File: src/rtl/cfg_pkg.sv
package cfg_pkg;
  localparam logic [31:0] SYNC_WORD = 32'hAA995566;
  localparam logic [4:0]  OP_WRITE  = 5'h01;
  localparam logic [13:0] REG_CRC   = 14'd0;
  localparam logic [13:0] REG_FAR   = 14'd1;
  localparam logic [13:0] REG_FDRI  = 14'd2;
  localparam int ROW_BITS  = 80;
  localparam int HALF_BITS = 40;
  localparam int CW = 8;  // column field width
  localparam int MW = 8;  // minor field width

  typedef enum logic [2:0] {CT_IOB, CT_IOI, CT_CLB, CT_BRAM, CT_GCLK} col_type_e;

  function automatic col_type_e col_type(input logic [CW-1:0] col, input int ncols);
    if (int'(col) == 0 || int'(col) == ncols - 1) return CT_IOB;
    if (int'(col) == 1 || int'(col) == ncols - 2) return CT_IOI;
    if (int'(col) == ncols / 2) return CT_GCLK;
    if (col[1:0] == 2'd3) return CT_BRAM;
    return CT_CLB;
  endfunction

  function automatic logic [MW-1:0] col_frames(input logic [CW-1:0] col, input int ncols);
    case (col_type(col, ncols))
      CT_IOB, CT_GCLK: return MW'(4);
      CT_BRAM:         return MW'(84);
      default:         return MW'(22);
    endcase
  endfunction

  function automatic logic [15:0] crc16_upd(input logic [15:0] crc, input logic [45:0] msg);
    logic [15:0] c;
    logic fb;
    c = crc;
    for (int i = 45; i >= 0; i--) begin
      fb = c[15] ^ msg[i];
      c  = {c[14:0], 1'b0} ^ (fb ? 16'h8005 : 16'h0000);
    end
    return c;
  endfunction
endpackage

File: src/rtl/cfg_word_packer.sv
module cfg_word_packer
  import cfg_pkg::*;
(
  input  logic        clk_i,
  input  logic        rst_ni,
  input  logic        byte_mode_i,
  input  logic        din_valid_i,
  input  logic [7:0]  din_i,
  output logic        synced_o,
  output logic        word_v_o,
  output logic [31:0] word_o
);
  logic [31:0] sh_q, sh_nx;
  logic [5:0]  cnt_q, step, cnt_nx;

  always_comb begin
    sh_nx  = byte_mode_i ? {sh_q[23:0], din_i} : {sh_q[30:0], din_i[0]};
    step   = byte_mode_i ? 6'd8 : 6'd1;
    cnt_nx = cnt_q + step;
  end

  always_ff @(posedge clk_i or negedge rst_ni) begin
    if (!rst_ni) begin
      sh_q     <= '0;
      cnt_q    <= '0;
      synced_o <= 1'b0;
      word_v_o <= 1'b0;
      word_o   <= '0;
    end else begin
      word_v_o <= 1'b0;
      if (din_valid_i) begin
        sh_q <= sh_nx;
        if (!synced_o) begin
          if (sh_nx == SYNC_WORD) begin
            synced_o <= 1'b1;
            cnt_q    <= '0;
          end
        end else if (cnt_nx == 6'd32) begin
          word_v_o <= 1'b1;
          word_o   <= sh_nx;
          cnt_q    <= '0;
        end else begin
          cnt_q <= cnt_nx;
        end
      end
    end
  end
endmodule

File: src/rtl/cfg_pkt_parser.sv
module cfg_pkt_parser
  import cfg_pkg::*;
(
  input  logic        clk_i,
  input  logic        rst_ni,
  input  logic        word_v_i,
  input  logic [31:0] word_i,
  output logic        reg_wr_o,
  output logic [13:0] reg_addr_o,
  output logic [31:0] reg_data_o,
  output logic        fdri_v_o,
  output logic        far_v_o,
  output logic        crc_error_o
);
  typedef enum logic {ST_HDR, ST_PAY} pst_e;
  pst_e        st_q;
  logic [10:0] rem_q;
  logic [13:0] addr_q, hold_addr_q;
  logic [31:0] hold_q;
  logic        hold_v_q;
  logic [15:0] crc_q;

  // header and hold stage
  always_ff @(posedge clk_i or negedge rst_ni) begin
    if (!rst_ni) begin
      st_q        <= ST_HDR;
      rem_q       <= '0;
      addr_q      <= '0;
      hold_q      <= '0;
      hold_addr_q <= '0;
      hold_v_q    <= 1'b0;
    end else begin
      hold_v_q <= 1'b0;
      if (word_v_i) begin
        if (st_q == ST_HDR) begin
          if (word_i[31:27] == OP_WRITE && word_i[10:0] != '0) begin
            st_q   <= ST_PAY;
            addr_q <= word_i[26:13];
            rem_q  <= word_i[10:0];
          end
        end else begin
          hold_q      <= word_i;
          hold_addr_q <= addr_q;
          hold_v_q    <= 1'b1;
          rem_q       <= rem_q - 11'd1;
          if (rem_q == 11'd1) st_q <= ST_HDR;
        end
      end
    end
  end

  // write stage
  always_ff @(posedge clk_i or negedge rst_ni) begin
    if (!rst_ni) begin
      crc_q       <= '0;
      crc_error_o <= 1'b0;
      reg_wr_o    <= 1'b0;
      reg_addr_o  <= '0;
      reg_data_o  <= '0;
      fdri_v_o    <= 1'b0;
      far_v_o     <= 1'b0;
    end else begin
      reg_wr_o <= 1'b0;
      fdri_v_o <= 1'b0;
      far_v_o  <= 1'b0;
      if (hold_v_q) begin
        reg_addr_o <= hold_addr_q;
        reg_data_o <= hold_q;
        reg_wr_o   <= (hold_addr_q != REG_FDRI);
        fdri_v_o   <= (hold_addr_q == REG_FDRI);
        far_v_o    <= (hold_addr_q == REG_FAR);
        if (hold_addr_q == REG_CRC) begin
          if (hold_q[15:0] != crc_q) crc_error_o <= 1'b1;
          crc_q <= '0;
        end else begin
          crc_q <= crc16_upd(crc_q, {hold_addr_q, hold_q});
        end
      end
    end
  end
endmodule

File: src/rtl/cfg_frame_engine.sv
module cfg_frame_engine
  import cfg_pkg::*;
#(
  parameter int NUM_COLS = 8,
  parameter int ROWS     = 2,   // even, so a frame is whole words
  localparam int FB      = ROWS * ROW_BITS,
  localparam int WPF     = FB / 32,
  localparam int WC_W    = $clog2(WPF + 1),
  localparam int RW      = $clog2(ROWS)
) (
  input  logic                 clk_i,
  input  logic                 rst_ni,
  input  logic                 fdri_v_i,
  input  logic                 far_v_i,
  input  logic                 halt_i,
  input  logic [31:0]          data_i,
  output logic                 frame_valid_o,
  output logic [RW-1:0]        frame_row_o,
  output logic [CW-1:0]        frame_col_o,
  output logic [MW-1:0]        frame_minor_o,
  output logic [HALF_BITS-1:0] frame_left_o,
  output logic [HALF_BITS-1:0] frame_right_o
);
  logic [FB-1:0]   buf_q;
  logic [WC_W-1:0] wcnt_q;
  logic            em_q;
  logic [RW-1:0]   row_q;
  logic [CW-1:0]   col_q;
  logic [MW-1:0]   min_q;

  always_ff @(posedge clk_i or negedge rst_ni) begin
    if (!rst_ni) begin
      buf_q         <= '0;
      wcnt_q        <= '0;
      em_q          <= 1'b0;
      row_q         <= '0;
      col_q         <= '0;
      min_q         <= '0;
      frame_valid_o <= 1'b0;
      frame_row_o   <= '0;
      frame_col_o   <= '0;
      frame_minor_o <= '0;
      frame_left_o  <= '0;
      frame_right_o <= '0;
    end else begin
      frame_valid_o <= 1'b0;
      if (far_v_i) begin
        col_q  <= data_i[15:8];
        min_q  <= data_i[7:0];
        wcnt_q <= '0;
      end else if (fdri_v_i && !halt_i) begin
        buf_q <= {buf_q[FB-33:0], data_i};
        if (wcnt_q == WC_W'(WPF - 1)) begin
          wcnt_q <= '0;
          em_q   <= 1'b1;
          row_q  <= '0;
        end else begin
          wcnt_q <= wcnt_q + 1'b1;
        end
      end
      // rows move up one per cycle; words are spaced wider than ROWS cycles
      if (em_q) begin
        frame_valid_o <= 1'b1;
        frame_row_o   <= row_q;
        frame_col_o   <= col_q;
        frame_minor_o <= min_q;
        frame_left_o  <= buf_q[FB-1 -: HALF_BITS];
        frame_right_o <= buf_q[FB-1-HALF_BITS -: HALF_BITS];
        buf_q         <= buf_q << ROW_BITS;
        if (row_q == RW'(ROWS - 1)) begin
          em_q <= 1'b0;
          if (min_q == col_frames(col_q, NUM_COLS) - 1'b1) begin
            min_q <= '0;
            col_q <= (int'(col_q) == NUM_COLS - 1) ? '0 : col_q + 1'b1;
          end else begin
            min_q <= min_q + 1'b1;
          end
        end else begin
          row_q <= row_q + 1'b1;
        end
      end
    end
  end
endmodule

File: src/rtl/cfg_pkt_proc.sv
module cfg_pkt_proc
  import cfg_pkg::*;
#(
  parameter int NUM_COLS = 8,
  parameter int ROWS     = 2,
  localparam int RW      = $clog2(ROWS)
) (
  input  logic                 clk_i,
  input  logic                 rst_ni,
  input  logic                 byte_mode_i,
  input  logic                 din_valid_i,
  input  logic [7:0]           din_i,
  output logic                 synced_o,
  output logic                 reg_wr_o,
  output logic [13:0]          reg_addr_o,
  output logic [31:0]          reg_data_o,
  output logic                 crc_error_o,
  output logic                 frame_valid_o,
  output logic [RW-1:0]        frame_row_o,
  output logic [CW-1:0]        frame_col_o,
  output logic [MW-1:0]        frame_minor_o,
  output logic [HALF_BITS-1:0] frame_left_o,
  output logic [HALF_BITS-1:0] frame_right_o
);
  logic        word_v, fdri_v, far_v;
  logic [31:0] word;

  cfg_word_packer u_packer (
    .clk_i, .rst_ni, .byte_mode_i, .din_valid_i, .din_i,
    .synced_o, .word_v_o(word_v), .word_o(word)
  );

  cfg_pkt_parser u_parser (
    .clk_i, .rst_ni, .word_v_i(word_v), .word_i(word),
    .reg_wr_o, .reg_addr_o, .reg_data_o,
    .fdri_v_o(fdri_v), .far_v_o(far_v), .crc_error_o
  );

  cfg_frame_engine #(.NUM_COLS(NUM_COLS), .ROWS(ROWS)) u_frame (
    .clk_i, .rst_ni, .fdri_v_i(fdri_v), .far_v_i(far_v), .halt_i(crc_error_o),
    .data_i(reg_data_o), .frame_valid_o, .frame_row_o, .frame_col_o,
    .frame_minor_o, .frame_left_o, .frame_right_o
  );
endmodule

File: config.mk
export PLATFORM = sky130hd
export DESIGN_NAME = cfg_pkt_proc
export DESIGN_NICKNAME = d
export VERILOG_FILES = /design/src/rtl/cfg_pkg.sv /design/src/rtl/cfg_word_packer.sv /design/src/rtl/cfg_pkt_parser.sv /design/src/rtl/cfg_frame_engine.sv /design/src/rtl/cfg_pkt_proc.sv
export SDC_FILE = /design/constraint.sdc
export NUM_CORES = 1
export LEC_CHECK = 0
export CORE_MARGIN = 4
export CORE_UTILIZATION = 53
export CTS_CLUSTER_DIAMETER = 50
export CTS_CLUSTER_SIZE = 14
export DETAILED_ROUTE_END_ITERATION = 7
export GPL_TIMING_DRIVEN = 0
export PLACE_DENSITY = 0.76
export SYNTH_ARGS = -nofsm -noshare
export SYNTH_HDL_FRONTEND = slang
export SYNTH_SLANG_ARGS = --single-unit
File: constraint.sdc
create_clock -name clk_i -period 3.05 [get_ports clk_i]
set_clock_uncertainty 0.2 [all_clocks]
set_input_delay 0.4575 -clock clk_i [delete_from_list [all_inputs] [get_ports clk_i]]
set_output_delay 0.4575 -clock clk_i [all_outputs]
set_load 0.05 [all_outputs]
* After elaboration in Yosys (flattened, before gate mapping)
Index checks and enable logic that the tools add are counted.
W data, S select, Z words.
** Storage, ports and cells
- Bits in registers :: 489
- Latch bits :: 0
- Memory bits (writable) :: 0
- Bits in read-only memories :: 0
- Output and inout bits :: 147
- Word-level logic and storage cells :: 293
- Memories kept :: 0
** Cells by class
- Add/sub/neg operators :: 7
- Multipliers :: 0
- Div/mod/pow operators :: 0
- Magnitude comparators :: 0
- Equality and inequality tests :: 18
- Shift operators :: 0
- Mux-type cells :: 124
- Bitwise gates (word level) :: 93
- Reductions and logical operators :: 21
** Operators with widths (count)
- $mux W16 :: 47
- $xor A16 B16 Y16 :: 46
- $mux W160 :: 3
- $mux W8 :: 11
- $xor A1 B1 Y1 :: 46
- $mux W1 :: 42
- $mux W3 :: 13
- $eq A32 B32 Y1 const B :: 1
- $mux W32 :: 1
- $eq A8 B4 Y1 const B :: 3
- $mux W11 :: 2
- $mux W6 :: 3
- $add A8 B1 Y8 const B :: 2
- $ne A16 B16 Y1 :: 1
- $eq A14 B1 Y1 const B :: 1
- $eq A14 B2 Y1 const B :: 1
- $logic_not A14 Y1 :: 1
- $ne A14 B2 Y1 const B :: 1
- $pmux W7 S2 :: 1
- $eq A11 B1 Y1 const B :: 1
- $reduce_bool A11 Y1 :: 1
- $sub A11 B1 Y11 const B :: 1
- $reduce_and A3 Y1 :: 3
- $eq A8 B2 Y1 const B :: 1
- other kinds (21) :: 30

* Longest topological paths before layout
Gate-level depths: netlist of run 1.
- Depth after elaboration :: 139
- Mapped depth :: 13

* By module
A second synthesis of run 1 with hierarchy kept.
** Second synthesis, totals
- Cell total of the unflattened synthesis :: 1903
- Area total of the unflattened synthesis :: 22155.0 um^2
** Modules (own cells, without submodules)
- cfg_frame_engine :: instances 1, cells an instance 1085, area each 11951.5 um^2, sequential area each 6981.7 um^2
- cfg_pkt_parser :: instances 1, cells an instance 534, area each 6911.6 um^2, sequential area each 3478.3 um^2
- cfg_word_packer :: instances 1, cells an instance 284, area each 3291.9 um^2, sequential area each 1776.7 um^2

* Least setup slack after synthesis of run 1
Ideal clock, no wire load.
- Kind :: in2reg
- From :: input byte_mode_i
- To :: register u_packer.word_o[2]
- Setup time :: 0.135 ns
- Arrival :: 2.878 ns
- Data required time :: 2.715 ns
- Path slack :: -0.163 ns
- Cell stages on the path :: 12
- Buffers on the path :: 4
- Cells stage by stage :: clkbuf_1 clkbuf_1 inv_1 ha_1 ha_1 a31oi_1 xnor2_1 a2111o_1 clkbuf_1 clkbuf_1 nand2_1 o21ai_0
** Between the ends
- Cells in the longest elaborated chain, start to end :: 4
- Elaborated cells between the ends (all ways) :: 5
** Ends and longest elaborated chain
- start: declaration :: line cfg_pkt_proc.sv:10 : input logic byte_mode_i,
- $mux W4 :: line cfg_word_packer.sv:18 : step = byte_mode_i ? 6'd8 : 6'd1;
- $add A6 B6 Y6 :: line cfg_word_packer.sv:19 : cnt_nx = cnt_q + step;
- $eq A6 B6 Y1 :: line cfg_word_packer.sv:38 : end else if (cnt_nx == 6'd32) begin
- $reduce_and A3 Y1 (no source line)
- end signal: assignment :: line cfg_word_packer.sv:40 : word_o <= sh_nx;
- end: declaration :: line cfg_word_packer.sv:11 : output logic [31:0] word_o
Several ways; a longest one is shown, not always the timed one.
A chain may end at the register's enable or synchronous reset.

* Worst setup path after layout of run 1
- From :: register u_parser.hold_addr_q[9]
- To :: register u_parser.crc_q[15]
** Between the ends
- Cells in the longest elaborated chain, start to end :: 127
- Elaborated cells between the ends (all ways) :: 128
** Ends and longest elaborated chain
- start: declaration :: line cfg_pkt_parser.sv:18 : logic [13:0] addr_q, hold_addr_q;
- start signal: assignment :: line cfg_pkt_parser.sv:43 : hold_addr_q <= addr_q;
- $xor A1 B1 Y1 :: line cfg_pkg.sv:35 : fb = c[15] ^ msg[i];
- $mux W16 :: line cfg_pkg.sv:36 : c = {c[14:0], 1'b0} ^ (fb ? 16'h8005 : 16'h0000);
- $xor A16 B16 Y16 :: line cfg_pkg.sv:36
- $xor A1 B1 Y1 :: line cfg_pkg.sv:35
- $mux W16 :: line cfg_pkg.sv:36
- $xor A16 B16 Y16 :: line cfg_pkg.sv:36
- $xor A1 B1 Y1 :: line cfg_pkg.sv:35
- $mux W16 :: line cfg_pkg.sv:36
- [... 111 more ...]
- $xor A16 B16 Y16 :: line cfg_pkg.sv:36
- $xor A1 B1 Y1 :: line cfg_pkg.sv:35
- $mux W16 :: line cfg_pkg.sv:36
- $xor A16 B16 Y16 :: line cfg_pkg.sv:36
- $xor A1 B1 Y1 :: line cfg_pkg.sv:35
- $mux W16 :: line cfg_pkg.sv:36
- $xor A16 B16 Y16 :: line cfg_pkg.sv:36
- $mux W16 (*) :: line cfg_pkt_parser.sv:72 : if (hold_addr_q == REG_CRC) begin
- end signal: assignment :: line cfg_pkt_parser.sv:76 : crc_q <= crc16_upd(crc_q, {hold_addr_q, hold_q});
- end: declaration :: line cfg_pkt_parser.sv:21 : logic [15:0] crc_q;
Mark *: on every way between the ends. The rest lies on a longest branch, timed or not.

==> out/results.tsv, run 1 <==
stage	metric	value	unit
status	status	completed	
route	num_vias	15100	
grt	grt_pass1_wl	89800	um
floorplanning	fp.dieW	210	um
worst_setup_path	path_max_fanout	4	
route	vias_per_cell	5.76	
timing	worstMarginPinSlew	919	ps
synth	yosys.area_share.xor_xnor	6.65	%
synth	synthArstFlopShare	100	%
placement	dpl.cell_count	2543	
finish	fillers	3127	
synth	synth_area_leader_cell	dfrtp_1	
finish	final_core_util	64.1	%
worst_setup_path	crit_buf_inv	0	
cts	cts.path.max_buffers	3	
timing	fmax	0.339	GHz
synth	yosys.area_share.simple	8.88	%
worst_hold_path	worstHoldPathType	primary input to asynchronous set/reset pin	
synth	synth_compound_area_share	8.67	%
placement	place.gp.congestion	0.926	
worst_setup_path	path_depth	7	
cts	path_clk_slew	60	ps
route	wl	57200	um
floorplanning	coreArea	40000	sq um
worst_setup_path	crit_slowest_cell	xnor3_2	
synth	yosysTopAreaCellShare	56.7	%
synth	synth.distinct_cells	63	
synth	synth_edf_count	0	
power_and_ir_drop	p_leak	0.0122	uW
timing	hold_violations	0	
power_and_ir_drop	total_power	12800	uW
timing	finalMaxSlewViolations	0	
cts	cts.root.buffer_cell	clkbuf_16	
grt	grt_pass1_vias	15400	
cts	cts_tree	done	
route	ant_nets	0	
grt	grt_max_degree	127	
worst_setup_path	endpoint_kind	register	
worst_setup_path	critPathLaunchType	register	
finish	nets	2098	
floorplanning	die_area	44000	sq um
finish	antenna_cells	0	
timing	slew_headroom	38.1	%
timing	timing.final.crit_period	2950	ps
cts	cts_made_buffers	47	
worst_setup_path	crit_type	register to register	
cts	insertion_delay	580	ps
route	first_pass_iters	8	
synth	ys_seq_area_share	56.7	%
worst_setup_path	crit_path_cell_trace	xor2_2 -> xor3_1 -> xnor3_1 -> xnor3_2 -> xnor2_4 -> xnor3_1 -> o2bb2ai_2	
synth	avgSynthCellArea	11.6	sq um
worst_setup_path	critPathMostFrequentCell	xnor3_1	
finish	area_growth	18.9	%
power_and_ir_drop	max-vdd-ir-drop	0.453	mV
floorplanning	ios	159	
synth	yosysWarningCount	0	
floorplanning	rows	73	
route	wl_per_cell	21.8	um
synth	ys.flop_type	dfrtp_1	
cts	numClockSinks	489	
worst_setup_path	path_delay_family	XOR/XNOR gates	
cts	htree_levels	2	
worst_setup_path	arrival	3240	ps
timing	setup_violations	0	
synth	synth_fa_ha_area_share	0.696	%
synth	synth.net_count	1881	
worst_setup_path	reg2regPathDepth	7	
synth	syn-cell-area	21600	sq um
route	drc	0	
placement	place_area	23900	sq um
finish	final_cells	2621	
worst_setup_path	slowest_delay	480	ps
timing	rsz0062_at_grt	false	
run	cap_violations	0	
route	drtIter0Drc	1362	
synth	synthMuxAreaShare	16.1	%
synth	synth_top_family_by_area	multiplexers	
synth	syn_inst	1857	
placement	port_buffers	157	
floorplanning	start_util	53.9	%
synth	synth_seq_cells	489	
finish	drive_above_1_share	16.2	%
placement	dp_hpwl	41700	um
floorplanning	die_y	210	um
synth	synthTopCellsByArea	dfrtp_1 (57%), mux2_2 (11%), mux2i_1 (5.5%), nand2_1 (5.2%), o21ai_0 (3.2%)	
grt	grt-ovfl-total	0	
timing	holdWs	154	ps
power_and_ir_drop	p_per_area	499	nW/um^2
worst_setup_path	required	3340	ps
finish	final_area	25600	sq um
grt	grt_antenna_before_repair	0	
grt	grt_usage	25.8	%
timing	min_period_over_period	96.7	%
[synth_stat cells, drive strengths merged, types with 14 or more instances]
cell type  number
clkbuf         90
nand3          15
xnor2          65
o21ai         140
dfrtp         489
nand2         297
buf            22
xor2           43
mux2          204
a22o           14
mux2i         118
inv            15
a21oi         132
nor2           64
xnor3          14
[path summary, 6_finish.rpt]
kind                                                startpoint  slack (ps)                              endpoint
max                        u_parser.hold_addr_q[9]$_DFFE_PN0P_         100        u_parser.crc_q[15]$_DFFE_PN0P_
min                                                     rst_ni         150  u_frame.frame_left_o[28]$_DFFE_PN0P_
max reg2reg                u_parser.hold_addr_q[9]$_DFFE_PN0P_         100        u_parser.crc_q[15]$_DFFE_PN0P_
min reg2reg                             u_frame.em_q$_DFF_PN0_         190       u_frame.frame_valid_o$_DFF_PN0_
max in group asynchronous                               rst_ni        1040   u_parser.hold_addr_q[3]$_DFFE_PN0P_
min in group clk_i                      u_frame.em_q$_DFF_PN0_         190       u_frame.frame_valid_o$_DFF_PN0_
[stage by stage]
step | setup slack, ps | setup TNS (ps)
finish | 102 | 0
global route | 3.22 | 0
CTS | 9.13 | 0
detailed placement | -1160 | -78450
global placement | -19620 | -9644020
floorplan | 2.21 | 0
[metal layers]
metal  share of wire, %  vias up  track usage [%]
met2                 49      470             43.3
met4                3.9        0             9.88
li1                   -     6876                -
met3                4.5      112             3.35
met5                  0        -                0
met1                 42     7651             34.6
[cell families after synthesis]
| family | after synthesis |
|---|---|
| AO/OA/AOI/OAI | 333 |
| XOR/XNOR | 128 |
| adder cells (fa/ha/maj) | 12 |
| buffers and inverters | 128 |
| flip-flops | 489 |
| multiplexers | 322 |
| AND/OR/NAND/NOR | 445 |
[power breakdown]
group	switching (uW)	leakage, uW	internal [uW]	total, uW
registers	91.7	0.00673	6550	6650
clock network	2510	0.000719	3280	5790
logic	240	0.00475	113	353
[flip-flops by register name, indices dropped and copies added (netlist names), 3 cells and up]
signal	cells
u_frame.buf_q	160
u_frame.col_q	8
u_frame.frame_col_o	8
u_frame.frame_left_o	40
u_frame.frame_minor_o	8
u_frame.frame_right_o	40
u_frame.min_q	8
u_frame.wcnt_q	3
u_packer.cnt_q	6
u_packer.sh_q	31
u_packer.word_o	32
u_parser.addr_q	14
u_parser.crc_q	16
u_parser.hold_addr_q	14
u_parser.hold_q	32
u_parser.reg_addr_o	14
u_parser.reg_data_o	32
u_parser.rem_q	11
[layout make-up]
| class | instances | area, sq um | area share [%] |
|---|---|---|---|
| buffer | 110 | 470 | 1.83 |
| clock buffer | 54 | 1250 | 4.89 |
| clock inverter | 17 | 229 | 0.893 |
| inverter | 16 | 60.1 | 0.234 |
| multi-input combinational | 1241 | 8980 | 35.0 |
| sequential | 489 | 12200 | 47.7 |
| tap | 525 | 657 | 2.56 |
| timing repair buffer | 169 | 1750 | 6.82 |
[cells in the final DEF (no fill, tap or decap), drive strengths merged, types with 15 or more instances in the layout]
cell type | synthesis | routed
a21oi | 132 | 132
buf | 22 | 33
clkbuf | 90 | 142
clkdlybuf4s50 | 0 | 156
dfrtp | 489 | 489
inv | 15 | 18
mux2 | 204 | 204
mux2i | 118 | 118
nand2 | 297 | 297
nand3 | 15 | 15
nor2 | 64 | 64
o21ai | 140 | 140
xnor2 | 65 | 65
xor2 | 43 | 43
[what timing repair did]
item                                    CTS  global route
pin swaps                                 5             8
resized for setup                        28            31
cloned                                    1             0
hold buffers                              1             0
buffers inserted                          3             4
endpoints found under the setup margin  163            78
hold endpoints to repair                 37             0
Note: power is estimated with default switching activity, not from simulation.
==> run 2, diff against run 1 <==
==> constraint.sdc (replaced) <==
create_clock -name clk_i -period 3.05 [get_ports clk_i]
set_clock_uncertainty 0.2 [all_clocks]
set_input_delay 0.61 -clock clk_i [delete_from_list [all_inputs] [get_ports clk_i]]
set_output_delay 0.61 -clock clk_i [all_outputs]
set_load 0.05 [all_outputs]
==> run 2 against run 1 <==
  * Setup slack got worse by 1.8 ps
  * Global-route usage rose by 0.25 points
  * First-iteration DRC count fell by 21%
  * Sequential power barely moved
  * Die area did not move
==> out/results.tsv, run 2 (same netlist as run 1, synthesis figures left out) <==
stage	metric	value	unit	change
status	status	completed		unchanged
worst_setup_path	r2r_slack	100	ps	about the same
cts	cts_tree	done		unchanged
placement	dpl.cell_count	2544		was 2,543
worst_hold_path	worstHoldPathType	register to register		was primary input to asynchronous set/reset pin
grt	grt_pass1_wl	90400	um	was 89,800 um
timing	worst_slack	100	ps	was 102 ps
route	num_vias	15000		was 15,100
floorplanning	die_area	44000	sq um	unchanged
finish	regMostFlops	u_frame.buf_q		unchanged
timing	fmax	0.339	GHz	about the same
worst_setup_path	crit_type	register to register		unchanged
cts	cts.path.max_buffers	3		unchanged
finish	area_growth	19.4	%	was 18.9%
grt	grt_antenna_before_repair	0		unchanged
timing	slew_headroom	31.6	%	was 38.1%
finish	largest_reg_flops	160		unchanged
cts	cts_made_buffers	48		was 47
route	wl_met3	2370	um	was 2560 um
grt	grt_pass1_vias	15300		was 15,400
timing	timing.final.crit_period	2950	ps	about the same
finish	final_cells	2626		was 2,621
floorplanning	coreArea	40000	sq um	unchanged
finish	layout_commonest_cell	dfrtp_1		unchanged
placement	port_buffers	157		unchanged
placement	pre_cts_ws	-926	ps	was -1160 ps
finish	multi_input_area	9010	sq um	was 8980 sq um
worst_setup_path	crit_path_cell_trace	xnor2_2 -> xnor3_1 -> xor3_1 -> xnor3_2 -> xnor2_4 -> xnor3_1 -> o2bb2ai_2		was xor2_2 -> xor3_1 -> xnor3_1 -> xnor3_2 -> xnor2_4 -> xnor3_1 -> o2bb2ai_2
route	drc	0		unchanged
timing	hold_violations	0		unchanged
route	wl_met1	24200	um	was 24,100 um
grt	grt_max_degree	113		was 127
floorplanning	start_util	53.9	%	unchanged
finish	final_cell_mix	dfrtp_1 (485), nand2_1 (297), mux2_2 (204), clkdlybuf4s50_1 (155), o21ai_0 (140)		was dfrtp_1 (486), nand2_1 (297), mux2_2 (204), clkdlybuf4s50_1 (156), o21ai_0 (139)
worst_setup_path	path_max_fanout	4		unchanged
route	wl	57200	um	about the same
worst_setup_path	arrival	3250	ps	was 3240 ps
floorplanning	die_y	210	um	unchanged
floorplanning	rows	73		unchanged
route	vias_per_cell	5.73		was 5.76
worst_setup_path	critPathMostFrequentCell	xnor3_1		unchanged
grt	grt_usage	26.1	%	was 25.8%
worst_setup_path	slowest_delay	470	ps	was 480 ps
timing	worstMarginPinSlew	1020	ps	was 919 ps
finish	final_core_util	64.3	%	was 64.1%
route	wl_met2	28600	um	was 28,300 um
power_and_ir_drop	max-vdd-ir-drop	0.441	mV	was 0.453 mV
cts	cts.root.buffer_cell	clkbuf_16		unchanged
cts	path_clk_slew	60	ps	about the same
finish	reg.largest.list	u_frame.buf_q x160, u_frame.frame_left_o x40, u_frame.frame_right_o x40		unchanged
timing	finalMaxSlewViolations	0		unchanged
route	wl_per_cell	21.8	um	about the same
grt	grt-ovfl-total	0		unchanged
run	cap_violations	0		unchanged
route	ant_nets	0		unchanged
timing	min_period_over_period	96.7	%	about the same
route	first_pass_iters	5		was 8
worst_setup_path	critPathLaunchType	register		unchanged
floorplanning	fp.dieW	210	um	unchanged
finish	nets	2100		was 2,098
worst_setup_path	endpoint_kind	register		unchanged
finish	seq_area	12200	sq um	about the same
finish	antenna_cells	0		unchanged
power_and_ir_drop	p_leak	0.0122	uW	about the same
cts	numClockSinks	489		unchanged
placement	dp_hpwl	41900	um	was 41,700 um
finish	fillers	3162		was 3,127
power_and_ir_drop	p_per_area	500	nW/um^2	was 499 nW/um^2
placement	place.gp.congestion	0.920		was 0.926
route	top_layer	met4		unchanged
cts	htree_levels	2		unchanged
cts	insertion_delay	590	ps	was 580 ps
worst_setup_path	crit_slowest_cell	xnor3_2		unchanged
finish	drive_above_1_share	16.6	%	was 16.2%
route	drtIter0Drc	1074		was 1,362
timing	setup_violations	0		unchanged
worst_setup_path	required	3350	ps	was 3340 ps
floorplanning	ios	159		unchanged
-- run 2: cell types whose count changed in the layout (fill, tap and decap cells not counted), moves of 2 or more --
cell	before	now
clkbuf_8	2	4
inv_6	2	4
xnor3_1	11	9
xnor3_2	3	5
-- run 2: timing repair --
action	in CTS	in global routing
cloned	1	0
hold endpoints to repair	33	0
buffers inserted	4	5
pin swaps	4	6
endpoints found under the setup margin	168	65
gates resized for setup	28	26
hold buffers	1	0
-- run 2: worst paths after layout --
kind / startpoint / to / cells after the start
hold reg to reg: u_parser.addr_q[5]$_DFFE_PN0P_ / u_parser.addr_q[5]$_DFFE_PN0P_ / 1
hold / removal: u_parser.addr_q[5]$_DFFE_PN0P_ / u_parser.addr_q[5]$_DFFE_PN0P_ / 1
min in group asynchronous: rst_ni / u_frame.buf_q[52]$_DFFE_PN0P_ / 2
setup reg to reg: u_parser.hold_addr_q[7]$_DFFE_PN0P_ / u_parser.crc_q[15]$_DFFE_PN0P_ / 7
max in group asynchronous: rst_ni / u_frame.min_q[1]$_DFF_PN0_ / 5
setup / recovery: u_parser.hold_addr_q[7]$_DFFE_PN0P_ / u_parser.crc_q[15]$_DFFE_PN0P_ / 7
-- run 2: routing by layer --
metal  vias to the layer above  track usage, %
met5                         -               0
met4                         0            9.02
met3                       106            2.93
met2                       434            44.0
met1                      7599            35.5
li1                       6898               -
-- run 2: critical path, delay by kind of cell (launching register included) --
family | cells | cell delay (ps)
XOR/XNOR | 6 | 2100
AO/OA/AOI/OAI | 1 | 120
flip-flops | 1 | 460
-- run 2: cell type report --
cell class,count,area share [%]
Tap cell,525,2.55
Multi-Input combinational cell,1241,35.0
Buffer,108,1.78
Clock buffer,55,4.88
Inverter,16,0.233
Clock inverter,20,1.03
Sequential cell,489,47.6
Timing Repair Buffer,172,6.97
-- run 2: metrics by stage --
stage | setup TNS [ps] | total power (uW) | hold WS, ps | instance area (sq um)
floorplan | 0 | 6880 | 114 | 21600
global placement | -9769650 | 7100 | 160 | 23800
detailed placement | -77490 | 7120 | 167 | 23900
CTS | 0 | 13000 | 181 | 25600
global route | -10.1 | 13300 | 318 | 25700
finish | 0 | 12900 | 303 | 25700
-- run 2: report_power, final --
part | switching, uW | internal, uW
Sequential | 89.7 | 6550
Clock | 2550 | 3310
Combinational | 244 | 118
==> run 3, diff against run 2 <==
CORE_MARGIN = 8   (was 4)
CORE_UTILIZATION = 25   (was 53)
PLACE_DENSITY = default   (was 0.76)
==> run 3 against run 2 <==
  * Clock-buffer cell count rose by 3
  * Utilization shrank 33 points
  * Die area rose by 120%
  * Critical path depth up 1
  * Critical endpoint is now u_parser.crc_q[1]$_DFFE_PN0P_
==> out/results.tsv, run 3 (same netlist as run 1, synthesis figures left out) <==
stage	metric	value	unit	change
floorplanning	rows	107		was 73
floorplanning	ios	159		unchanged
route	drtIter0Drc	1054		was 1,074
cts	path_clk_slew	60	ps	about the same
finish	regMostFlops	u_frame.buf_q		unchanged
finish	fillers	8743		was 3,162
power_and_ir_drop	p_leak	0.0123	uW	was 0.0122 uW
finish	nets	2099		was 2,100
timing	setup_violations	0		unchanged
finish	final_core_util	31.3	%	was 64.3%
grt	grt_max_degree	119		was 113
finish	seq_area	12200	sq um	unchanged
worst_setup_path	arrival	3250	ps	about the same
run	cap_violations	0		unchanged
timing	rsz0062_at_grt	true		
route	drc	0		unchanged
power_and_ir_drop	max-vdd-ir-drop	0.358	mV	was 0.441 mV
power_and_ir_drop	total_power	13400	uW	was 12,900 uW
floorplanning	fp.dieW	310	um	was 210 um
floorplanning	die_area	95900	sq um	was 44,000 sq um
timing	hold_violations	0		unchanged
route	wl_per_cell	19.9	um	was 21.8 um
finish	area_growth	23.7	%	was 19.4%
status	status	completed		unchanged
grt	grt-ovfl-total	0		unchanged
worst_hold_path	worstHoldPathType	primary input to register		was register to register
finish	multi_input_area	9000	sq um	was 9010 sq um
finish	final_cell_mix	dfrtp_1 (485), nand2_1 (297), mux2_2 (204), clkdlybuf4s50_1 (156), o21ai_0 (139)		was dfrtp_1 (485), nand2_1 (297), mux2_2 (204), clkdlybuf4s50_1 (155), o21ai_0 (140)
timing	worstMarginPinSlew	1020	ps	about the same
cts	cts.path.max_buffers	3		unchanged
worst_setup_path	endpoint_kind	register		unchanged
timing	slew_headroom	31.5	%	was 31.6%
floorplanning	coreArea	85300	sq um	was 40,000 sq um
finish	antenna_cells	0		unchanged
timing	fmax	0.337	GHz	was 0.339 GHz
power_and_ir_drop	p_per_area	503	nW/um^2	was 500 nW/um^2
timing	min_period_over_period	97.3	%	was 96.7%
cts	cts_tree	done		unchanged
cts	cts_made_buffers	51		was 48
route	wl	64600	um	was 57,200 um
placement	dp_hpwl	48400	um	was 41,900 um
route	ant_nets	0		unchanged
grt	grt_usage	13.3	%	was 26.1%
timing	timing.final.crit_period	2970	ps	was 2950 ps
route	num_vias	14900		was 15,000
floorplanning	start_util	25.3	%	was 53.9%
finish	largest_reg_flops	160		unchanged
worst_setup_path	path_max_fanout	4		unchanged
finish	reg.largest.list	u_frame.buf_q x160, u_frame.frame_left_o x40, u_frame.frame_right_o x40		unchanged
grt	grt_pass1_vias	15300		about the same
grt	grt_antenna_before_repair	2		was 0
cts	numClockSinks	489		unchanged
worst_setup_path	required	3330	ps	was 3350 ps
route	vias_per_cell	4.58		was 5.73
timing	tns	0	ps	unchanged
cts	cts.root.buffer_cell	clkbuf_16		unchanged
route	first_pass_iters	5		unchanged
grt	grt_pass1_wl	98300	um	was 90,400 um
cts	insertion_delay	620	ps	was 590 ps
worst_setup_path	crit_type	register to register		unchanged
cts	htree_levels	2		unchanged
placement	place.gp.congestion	0.870		was 0.920
placement	port_buffers	157		unchanged
finish	drive_above_1_share	16.8	%	was 16.6%
timing	finalMaxSlewViolations	0		unchanged
finish	layout_commonest_cell	dfrtp_1		unchanged
worst_setup_path	r2r_slack	80	ps	was 100 ps
floorplanning	die_y	310	um	was 210 um
worst_setup_path	critPathLaunchType	register		unchanged
[run 3: area by class of cell]
type,count,area share (%)
Inverter,16,0.225
Multi-Input combinational cell,1241,33.8
Timing Repair Buffer,167,6.52
Buffer,109,1.87
Tap cell,1144,5.37
Sequential cell,489,45.9
Clock buffer,58,5.00
Clock inverter,28,1.37
[run 3: power by group]
part           total, uW  switching (uW)  internal [uW]
clock network       6420            2810           3610
logic                360             246            114
registers           6640            86.2           6550
[run 3: stage by stage]
| step | setup slack, ps | std cells | area, sq um | hold slack (ps) |
|---|---|---|---|---|
| 3_5_place_dp | -1030 | 3162 | 24700 | 165 |
| 6_report | 81.4 | 3252 | 26700 | 293 |
| 3_3_place_gp | -21520 | 3158 | 24600 | 159 |
| 5_1_grt | -14.5 | 3252 | 26700 | 314 |
| 2_1_floorplan | 73.3 | 1857 | 21600 | 114 |
| 4_1_cts | 0.544 | 3251 | 26600 | 263 |
[run 3: timing repair]
action,CTS,global route
endpoints found under the setup margin,230,141
resized for setup,38,28
endpoints found under the hold margin,104,0
hold buffers,1,0
gates cloned,2,0
pin swaps,7,4
buffers inserted,3,1
[run 3: per-layer routing]
layer  track usage (%)  up-vias  routed length [um]
li1                  -     6909                   -
met1              18.0     7526               29400
met2              20.5      371               28800
met3              3.57       91                4560
met4              4.17        0                1860
met5                 0        -                   0
[run 3: path summary, 6_finish.rpt]
| kind | start | end | depth (start not counted) |
|---|---|---|---|
| setup / recovery | u_parser.hold_addr_q[7]$_DFFE_PN0P_ | u_parser.crc_q[1]$_DFFE_PN0P_ | 8 |
| hold / removal | din_valid_i | u_packer.sh_q[0]$_DFFE_PN0P_ | 2 |
| setup reg to reg | u_parser.hold_addr_q[7]$_DFFE_PN0P_ | u_parser.crc_q[1]$_DFFE_PN0P_ | 8 |
| hold reg to reg | u_parser.addr_q[2]$_DFFE_PN0P_ | u_parser.addr_q[2]$_DFFE_PN0P_ | 1 |
| max in group asynchronous | rst_ni | u_frame.frame_left_o[37]$_DFFE_PN0P_ | 4 |
| min in group asynchronous | rst_ni | u_parser.reg_wr_o$_DFF_PN0_ | 2 |
[run 3: critical path, stage by stage (launching register included)]
cell and delay, ps:
dfrtp_1 470, xnor2_2 250, xnor3_1 410, xor3_1 410, xnor3_2 460, xnor2_4 180
buf_4 150, xor2_1 130, a22o_1 200
